--- src/rtl/psram_nv_pkg.sv ---
package psram_nv_pkg;

    typedef enum logic [2:0] {
        ST_IDLE   = 3'd0,
        ST_SETUP  = 3'd1,
        ST_READ   = 3'd2,
        ST_WRITE  = 3'd3,
        ST_PRECHG = 3'd4
    } nv_state_e;

    // Minimum time in ns to whole clock cycles, rounded up.
    function automatic int ns_to_cyc(input int t_ns, input int per_ns);
        return (t_ns + per_ns - 1) / per_ns;
    endfunction

    function automatic int imax(input int a, input int b);
        return (a > b) ? a : b;
    endfunction

endpackage

--- src/rtl/psram_nv_tmr.sv ---
// Phase down-counter: loaded with (cycles - 1), reports done at zero.
module psram_nv_tmr #(
    parameter int CNT_W = 3
) (
    input  logic             clk,
    input  logic             rst_n,
    input  logic             load,
    input  logic [CNT_W-1:0] load_val,
    output logic             done
);

    logic [CNT_W-1:0] cnt_q;

    always_ff @(posedge clk or negedge rst_n) begin
        if (!rst_n) begin
            cnt_q <= '0;
        end else if (load) begin
            cnt_q <= load_val;
        end else if (cnt_q != '0) begin
            cnt_q <= cnt_q - 1'b1;
        end
    end

    assign done = (cnt_q == '0);

endmodule

--- src/rtl/psram_nv_fsm.sv ---
// Access sequencer: standby, setup, read/write select phase, precharge.
module psram_nv_fsm
    import psram_nv_pkg::*;
#(
    parameter int CNT_W  = 3,
    parameter int RD_ACT = 7,
    parameter int WR_ACT = 6,
    parameter int RD_PRE = 1,
    parameter int WR_PRE = 1
) (
    input  logic             clk,
    input  logic             rst_n,
    input  logic             req,
    input  logic             req_wr,
    input  logic             tmr_done,
    output logic             tmr_load,
    output logic [CNT_W-1:0] tmr_val,
    output logic             accept,
    output logic             cap,
    output logic             ready,
    output logic             ce1_n,
    output logic             ce2,
    output logic             we_n,
    output logic             oe_n,
    output logic             dq_oe
);

    localparam logic [CNT_W-1:0] RD_ACT_M1 = CNT_W'(RD_ACT - 1);
    localparam logic [CNT_W-1:0] WR_ACT_M1 = CNT_W'(WR_ACT - 1);
    localparam logic [CNT_W-1:0] RD_PRE_M1 = CNT_W'(RD_PRE - 1);
    localparam logic [CNT_W-1:0] WR_PRE_M1 = CNT_W'(WR_PRE - 1);

    nv_state_e state_q, state_d;
    logic      wr_q;
    logic      ce2_en_q;

    // State register, captured operation and power-safe enable.
    always_ff @(posedge clk or negedge rst_n) begin
        if (!rst_n) begin
            state_q  <= ST_IDLE;
            wr_q     <= 1'b0;
            ce2_en_q <= 1'b0;
        end else begin
            state_q  <= state_d;
            ce2_en_q <= 1'b1;
            if (accept) begin
                wr_q <= req_wr;
            end
        end
    end

    // Transitions and phase-counter loads.
    always_comb begin
        state_d  = state_q;
        tmr_load = 1'b0;
        tmr_val  = '0;
        accept   = 1'b0;
        cap      = 1'b0;
        unique case (state_q)
            ST_IDLE: begin
                if (req && ce2_en_q) begin
                    accept  = 1'b1;
                    state_d = ST_SETUP;
                end
            end
            ST_SETUP: begin
                tmr_load = 1'b1;
                tmr_val  = wr_q ? WR_ACT_M1 : RD_ACT_M1;
                state_d  = wr_q ? ST_WRITE : ST_READ;
            end
            ST_READ: begin
                if (tmr_done) begin
                    cap      = 1'b1;
                    tmr_load = 1'b1;
                    tmr_val  = RD_PRE_M1;
                    state_d  = ST_PRECHG;
                end
            end
            ST_WRITE: begin
                if (tmr_done) begin
                    tmr_load = 1'b1;
                    tmr_val  = WR_PRE_M1;
                    state_d  = ST_PRECHG;
                end
            end
            ST_PRECHG: begin
                if (tmr_done) begin
                    state_d = ST_IDLE;
                end
            end
            default: state_d = ST_IDLE;
        endcase
    end

    // Pin levels decoded from the current state.
    always_comb begin
        ready = (state_q == ST_IDLE) && ce2_en_q;
        ce2   = ce2_en_q;
        ce1_n = 1'b1;
        we_n  = 1'b1;
        oe_n  = 1'b1;
        dq_oe = 1'b0;
        unique case (state_q)
            ST_READ: begin
                ce1_n = 1'b0;
                oe_n  = 1'b0;
            end
            ST_WRITE: begin
                ce1_n = 1'b0;
                we_n  = 1'b0;
                dq_oe = 1'b1;
            end
            ST_IDLE, ST_SETUP, ST_PRECHG: begin
                ce1_n = 1'b1;
            end
            default: ce1_n = 1'b1;
        endcase
    end

endmodule

--- src/rtl/psram_nv_dpath.sv ---
// Address/write-data hold registers and read capture.
module psram_nv_dpath #(
    parameter int ADDR_W = 19,
    parameter int DATA_W = 8
) (
    input  logic              clk,
    input  logic              rst_n,
    input  logic              accept,
    input  logic              cap,
    input  logic [ADDR_W-1:0] req_addr,
    input  logic [DATA_W-1:0] req_wdata,
    input  logic [DATA_W-1:0] dq_in,
    output logic [ADDR_W-1:0] mem_addr,
    output logic [DATA_W-1:0] dq_out,
    output logic [DATA_W-1:0] rd_data,
    output logic              rd_valid
);

    logic [ADDR_W-1:0] addr_q;
    logic [DATA_W-1:0] wdat_q;
    logic [DATA_W-1:0] rdat_q;
    logic              rvld_q;

    always_ff @(posedge clk or negedge rst_n) begin
        if (!rst_n) begin
            addr_q <= '0;
            wdat_q <= '0;
        end else if (accept) begin
            addr_q <= req_addr;
            wdat_q <= req_wdata;
        end
    end

    always_ff @(posedge clk or negedge rst_n) begin
        if (!rst_n) begin
            rdat_q <= '0;
            rvld_q <= 1'b0;
        end else begin
            rvld_q <= cap;
            if (cap) begin
                rdat_q <= dq_in;
            end
        end
    end

    assign mem_addr = addr_q;
    assign dq_out   = wdat_q;
    assign rd_data  = rdat_q;
    assign rd_valid = rvld_q;

endmodule

--- src/rtl/psram_nv_ctrl.sv ---
module psram_nv_ctrl
    import psram_nv_pkg::*;
#(
    parameter int ADDR_W        = 19,
    parameter int DATA_W        = 8,
    parameter int CLK_PERIOD_NS = 20,
    parameter int T_CYCLE_NS    = 150,
    parameter int T_ENABLE_NS   = 120,
    parameter int T_WPULSE_NS   = 120,
    parameter int T_ACCESS_NS   = 120,
    parameter int T_PRECHG_NS   = 20,
    parameter int T_FLOAT_NS    = 20,
    parameter int T_AHOLD_NS    = 50
) (
    input  logic              clk,
    input  logic              rst_n,
    input  logic              req,
    input  logic              req_wr,
    input  logic [ADDR_W-1:0] req_addr,
    input  logic [DATA_W-1:0] req_wdata,
    output logic              ready,
    output logic [DATA_W-1:0] rd_data,
    output logic              rd_valid,
    output logic [ADDR_W-1:0] mem_addr,
    output logic              mem_ce1_n,
    output logic              mem_ce2,
    output logic              mem_we_n,
    output logic              mem_oe_n,
    output logic [DATA_W-1:0] mem_dq_out,
    output logic              mem_dq_oe,
    input  logic [DATA_W-1:0] mem_dq_in
);

    localparam int ENA_CYC  = ns_to_cyc(T_ENABLE_NS, CLK_PERIOD_NS);
    localparam int WP_CYC   = ns_to_cyc(T_WPULSE_NS, CLK_PERIOD_NS);
    localparam int ACC_CYC  = ns_to_cyc(T_ACCESS_NS, CLK_PERIOD_NS);
    localparam int PRE_CYC  = imax(1, ns_to_cyc(T_PRECHG_NS, CLK_PERIOD_NS));
    localparam int FLT_CYC  = ns_to_cyc(T_FLOAT_NS, CLK_PERIOD_NS);
    localparam int HOLD_CYC = ns_to_cyc(T_AHOLD_NS, CLK_PERIOD_NS);
    localparam int CYC_CYC  = ns_to_cyc(T_CYCLE_NS, CLK_PERIOD_NS);

    // Selected-phase lengths; the read adds one cycle after access time.
    localparam int RD_ACT = imax(imax(ENA_CYC, ACC_CYC + 1), HOLD_CYC);
    localparam int WR_ACT = imax(imax(ENA_CYC, WP_CYC), HOLD_CYC);
    // Recovery: precharge, bus float after reads, and the cycle minimum
    // (one setup cycle is also spent deselected).
    localparam int RD_PRE = imax(imax(PRE_CYC, FLT_CYC), CYC_CYC - RD_ACT - 1);
    localparam int WR_PRE = imax(PRE_CYC, CYC_CYC - WR_ACT - 1);
    localparam int MAX_PH = imax(imax(RD_ACT, WR_ACT), imax(RD_PRE, WR_PRE));
    localparam int CNT_W  = imax(1, $clog2(MAX_PH + 1));

    logic             tmr_load;
    logic [CNT_W-1:0] tmr_val;
    logic             tmr_done;
    logic             accept;
    logic             cap;

    psram_nv_tmr #(
        .CNT_W (CNT_W)
    ) u_tmr (
        .clk      (clk),
        .rst_n    (rst_n),
        .load     (tmr_load),
        .load_val (tmr_val),
        .done     (tmr_done)
    );

    psram_nv_fsm #(
        .CNT_W  (CNT_W),
        .RD_ACT (RD_ACT),
        .WR_ACT (WR_ACT),
        .RD_PRE (RD_PRE),
        .WR_PRE (WR_PRE)
    ) u_fsm (
        .clk      (clk),
        .rst_n    (rst_n),
        .req      (req),
        .req_wr   (req_wr),
        .tmr_done (tmr_done),
        .tmr_load (tmr_load),
        .tmr_val  (tmr_val),
        .accept   (accept),
        .cap      (cap),
        .ready    (ready),
        .ce1_n    (mem_ce1_n),
        .ce2      (mem_ce2),
        .we_n     (mem_we_n),
        .oe_n     (mem_oe_n),
        .dq_oe    (mem_dq_oe)
    );

    psram_nv_dpath #(
        .ADDR_W (ADDR_W),
        .DATA_W (DATA_W)
    ) u_dpath (
        .clk       (clk),
        .rst_n     (rst_n),
        .accept    (accept),
        .cap       (cap),
        .req_addr  (req_addr),
        .req_wdata (req_wdata),
        .dq_in     (mem_dq_in),
        .mem_addr  (mem_addr),
        .dq_out    (mem_dq_out),
        .rd_data   (rd_data),
        .rd_valid  (rd_valid)
    );

endmodule

--- config.mk ---
export PLATFORM = sky130hd
export DESIGN_NAME = psram_nv_ctrl
export DESIGN_NICKNAME = d
export VERILOG_FILES = /design/src/rtl/psram_nv_pkg.sv /design/src/rtl/psram_nv_tmr.sv /design/src/rtl/psram_nv_fsm.sv /design/src/rtl/psram_nv_dpath.sv /design/src/rtl/psram_nv_ctrl.sv
export SDC_FILE = /design/constraint.sdc
export NUM_CORES = 1
export LEC_CHECK = 0
export BUFFER_PORTS_ARGS = -buffer_cell sky130_fd_sc_hd__clkbuf_2
export CAP_MARGIN = 20
export CORE_MARGIN = 2
export CORE_UTILIZATION = 30
export CTS_BUF_LIST = sky130_fd_sc_hd__clkbuf_16
export DETAILED_ROUTE_END_ITERATION = 12
export MAX_ROUTING_LAYER = met4
export SLEW_MARGIN = 20
export SYNTH_ARGS = -nofsm -noshare
export SYNTH_HDL_FRONTEND = slang
export SYNTH_SLANG_ARGS = --single-unit
--- constraint.sdc ---
create_clock -name clk -period 2.4 [get_ports clk]
set_input_delay 0.24 -clock clk [delete_from_list [all_inputs] [get_ports clk]]
set_output_delay 0.24 -clock clk [all_outputs]
set_load 0.01 [all_outputs]
# Word-level counts from Yosys, hierarchy flattened
# Cells that the tools add are included.
dict set report totals {
  reg_bits 44
  input_bits 39
  wordCells 42
}
dict set report classes {
  addsub 1
  n_eq_ne 7
  mux 18
  reduce_logical 8
}
# op n
set op_table {}
lappend op_table {{$mux 3} 6}
lappend op_table {{$pmux 3 s4} 1}
lappend op_table {{$mux 1} 9}
lappend op_table {{$eq 3x2->1 const B} 2}
lappend op_table {{$logic_not 3->1} 2}
lappend op_table {{$ne 2x1->1 const B} 2}
lappend op_table {{$eq 3x1->1 const B} 1}
lappend op_table {{$eq 3x3->1 const B} 1}
lappend op_table {{$reduce_and 3->1} 1}
lappend op_table {{$reduce_bool 3->1} 1}
lappend op_table {{$sub 3x1->3 const B} 1}
lappend op_table {{$logic_and 1x1->1} 2}
lappend op_table {{$mux 2} 1}
lappend op_table {{$ne 2x2->1 const B} 1}
lappend op_table {{$pmux 1 s2} 1}
lappend op_table {{$reduce_bool 2->1} 1}
lappend op_table {{$reduce_or 2->1} 1}

# Longest topological paths before layout
dict set report depth {
  ltp_word 4
  ltp_mapped 6
  depth_no_buf 5
}

# Cells and area by module
# Synthesis repeated with hierarchy kept, for this count alone.
dict set report unflattened {
  hier_cells 126
  area_unflattened_um2 1898.1
}
# mod n_inst cells_per_inst area_each_um2 seq_area_each_um2
set by_module_without_submodules {}
lappend by_module_without_submodules {psram_nv_dpath 1 75 1426.4 900.9}
lappend by_module_without_submodules {psram_nv_fsm 1 30 271.5 125.1}
lappend by_module_without_submodules {psram_nv_tmr 1 21 200.2 75.1}

# Worst setup path after synthesis
# OpenSTA, ideal clock, no wires.
dict set report synth_path {
  path_type {flip-flop to flip-flop}
  from {register u_fsm.state_q[1]}
  to {register u_dpath.wdat_q[0], in the netlist u_dpath.dq_out[0]}
  t_arrival_ns 1.537
  required_time_ns 2.275
  path_slack_ns 0.738
  path_stages_with_launch 6
  path_buffers 2
  period_less_slack_ns 1.662
  path_cell_list {dfrtp_1 nor4b_2 nand2_1 buf_6 buf_6 mux2_4}
}
dict set report synth_between {
  elab_chain_len 2
}
# element line_no
set synth_lines {}
lappend synth_lines {{start: declaration} psram_nv_fsm.sv:33} ;# nv_state_e state_q, state_d;
lappend synth_lines {{start signal: assignment} psram_nv_fsm.sv:44} ;# state_q <= state_d;
lappend synth_lines {{$logic_not 3->1} psram_nv_fsm.sv:59} ;# unique case (state_q)
lappend synth_lines {{$mux 1} psram_nv_fsm.sv:59}
lappend synth_lines {{end signal: assignment} psram_nv_dpath.sv:30} ;# wdat_q <= req_wdata;
lappend synth_lines {{end: declaration} psram_nv_dpath.sv:20} ;# logic [DATA_W-1:0] wdat_q;
# No other way between the ends.
# A chain may end at the register's enable or synchronous reset.

# Final worst setup path
dict set report layout_path {
  from {register u_fsm.state_q[1]}
  to {register u_dpath.wdat_q[3], in the netlist u_dpath.dq_out[3]}
}
# Same word-level chain as after synthesis.

==> metrics.cfg <==
[yosys]
synth-seq-cells = 44
syn_area_per_cell_um2 = 15.7
yosys_warnings = 0
ys_seq_area_share_pct = 60.0
synth.net_count = 158
ys_types = 22
synthCells = 117
syn_area_mm2 = 0.00183

[clocking]
insertion_delay_ns = 0.28
cts_buffer_depth = 2
cts_setup_buffers = 0
clk_pin_slew_worst_paths_ns = 0.06
cts_resized = 0
ctsRootBufferMaster = clkbuf_16
cts_num_sinks = 44
cts_tree = built
numCtsBuffers = 5
holdBufCountCts = 1
cts.htree.levels = 2

[die]
pin_count = 81
die-height_um = 82.2
dieArea_mm2 = 0.00676
coreArea_mm2 = 0.00592
start_util_pct = 31.0
die_w_um = 82.2
rows = 28

[sta]
skew_ns = 0.00188
rsz0062_at_grt = no
fmaxAchievable_mhz = 586
setup_ws_ns = 0.694
finalCritPeriodShare_pct = 71.1
finalSetupViolations = 0
fin_tns_setup_ns = 0
fin_crit_ns = 1.71
drv_slew = 0
hold_viol = 0

[place]
portBuffers = 80
hpwl_um = 2690
post-place-ws_ns = 0.694
placed_area_mm2 = 0.00230
gp_congestion = 0.644

[setup_path]
cp.arrival_ns = 1.87
crit_type = flip-flop to flip-flop
crit_path_end_kind = flip-flop
start_kind = flip-flop
path_max_fanout = 27
r2r_cells = 4
critPathRequiredTime_ns = 2.56

[drt]
drtAntennaViolNets = 0
wirelength_um = 3560
firstDrtPassIters = 4
viasPerCell = 4.32
drc = 0
via_count = 1202
wire_per_inst_um = 12.8
drt_iter0_drc = 48

[global_routing]
grt_pass1_vias = 1144
antenna_found_initial = 0
gr-total-overflow = 0
grt_pass1_wl_um = 5290
grt.total_usage_pct = 11.0
grt_max_degree = 28

[finish]
fin_util_pct = 42.2
fillers = 575
fin_nets = 244
drive_gt1_share_pct = 64.0
n_antenna_cell = 0
area_delta_synth_final_pct = 36.1
postLayoutCellArea_mm2 = 0.00250

[pwr]
vdd_drop_max_v = 0.000486
power_density_mw_per_mm2 = 1400
finalPower_mw = 3.49
leakagePower_nw = 1.33

[worst_hold_path]
whs_path_depth = 2
hold_path.class = primary input to flip-flop

[run]
cap_violations = 0

[outcome]
outcome = finished, final reports clean

[layout by cell type, fill, tap and decap left out, drive strengths merged]
master / Yosys / layout
o22a: 2 / 2
mux2i: 2 / 2
nand2: 3 / 3
o21ai: 3 / 3
bufinv: 0 / 2
nor4b: 1 / 1
or3: 1 / 1
clkbuf: 0 / 85
and3: 2 / 2
o32ai: 1 / 1
dlygate4sd3: 0 / 1
nand2b: 3 / 3
inv: 6 / 6
or2: 1 / 1
mux2: 36 / 36
dfrtp: 44 / 44
ha: 2 / 2
o31ai: 1 / 1
nor2: 1 / 1
buf: 5 / 3
nor2b: 1 / 1
conb: 1 / 1
or3b: 1 / 1
[metal layers]
metal  track usage, %  wire length (um)  vias up
met4             4.00                42        0
met3             4.46               361        6
met2             15.6              1570       60
li1                 -                 -      570
met1             14.1              1590      566
met5                -                 0        -
[cell families (layout without fill, tap and decap cells)]
kind of cell	Yosys count	count (layout)	share of synthesized area (%)
DFF	44	44	60.0
muxes	38	38	26.7
and+or+nand+nor	14	14	5.12
buffers and inverters	11	97	3.96
AOI/OAI and AO/OA	7	7	2.66
adders and majority gates	2	2	1.36
other	1	1	0.204
[through the flow]
| stage | hold slack, ns | std cells |
|---|---|---|
| 5_1_grt | 0.184 | 278 |
| 6_report | 0.189 | 278 |
| 3_5_place_dp | 0.251 | 270 |
| 2_1_floorplan | -0.0556 | 117 |
| 4_1_cts | 0.182 | 278 |
| 3_3_place_gp | 0.241 | 270 |
[registers in the layout, summed over array words and instances, names as in the netlist]
| register | cells |
|---|---|
| u_dpath.dq_out | 8 |
| u_dpath.mem_addr | 19 |
| u_dpath.rd_data | 8 |
| u_dpath.rd_valid | 1 |
| u_fsm.ce2 | 1 |
| u_fsm.state_q | 3 |
| u_fsm.wr_q | 1 |
| u_tmr.cnt_q | 3 |
[where the power goes]
group / internal (mW) / switching (mW)
Combinational: 0.735 / 0.580
Clock: 0.590 / 0.263
Sequential: 1.11 / 0.215
Total: 2.44 / 1.06
[final cells by class]
type                    instances  area (um^2)  area share [%]
clock buffers                   5          125            5.01
well taps                      75         93.8            3.76
inverters                       6         22.5           0.902
flip-flops and latches         44         1100            44.1
repair buffers                 84          433            17.3
clock inverters                 2         60.1            2.41
multi-input cells              62          661            26.5
[synthesized netlist by cell type]
cell | n | area (um^2)
and3_1 | 2 | 12.5
buf_2 | 1 | 5.00
buf_6 | 4 | 45.0
conb_1 | 1 | 3.75
dfrtp_1 | 44 | 1100
ha_1 | 2 | 25.0
inv_1 | 6 | 22.5
mux2_2 | 19 | 214
mux2_4 | 17 | 255
mux2i_1 | 2 | 20.0
nand2_1 | 3 | 11.3
nand2b_1 | 3 | 18.8
nor2_1 | 1 | 3.75
nor2b_1 | 1 | 6.26
nor4b_2 | 1 | 15.0
o21ai_0 | 3 | 15.0
o22a_1 | 2 | 17.5
o31ai_1 | 1 | 7.51
o32ai_1 | 1 | 8.76
or2_2 | 1 | 6.26
or3_4 | 1 | 11.3
or3b_2 | 1 | 8.76
[path summary, 6_finish.rpt]
path	start	end	slack (ns)
hold reg to reg	u_dpath.mem_addr[5]	u_dpath.mem_addr[5]	0.51
setup reg to reg	u_fsm.state_q[1]	u_dpath.dq_out[3]	0.69
hold / removal	req_wdata[4]	u_dpath.dq_out[4]	0.19
min in group asynchronous	rst_n	u_dpath.mem_addr[18]	0.48
setup / recovery	u_fsm.state_q[1]	u_dpath.dq_out[3]	0.69
max in group asynchronous	rst_n	u_dpath.dq_out[7]	1.66
[critical path: stages, from the launching register on]
cell	delay, ns
dfrtp_1	0.43
nor4b_2	0.34
nand2_1	0.17
buf_4	0.28
mux2_4	0.35
Note: power is estimated with default switching activity, not from simulation.
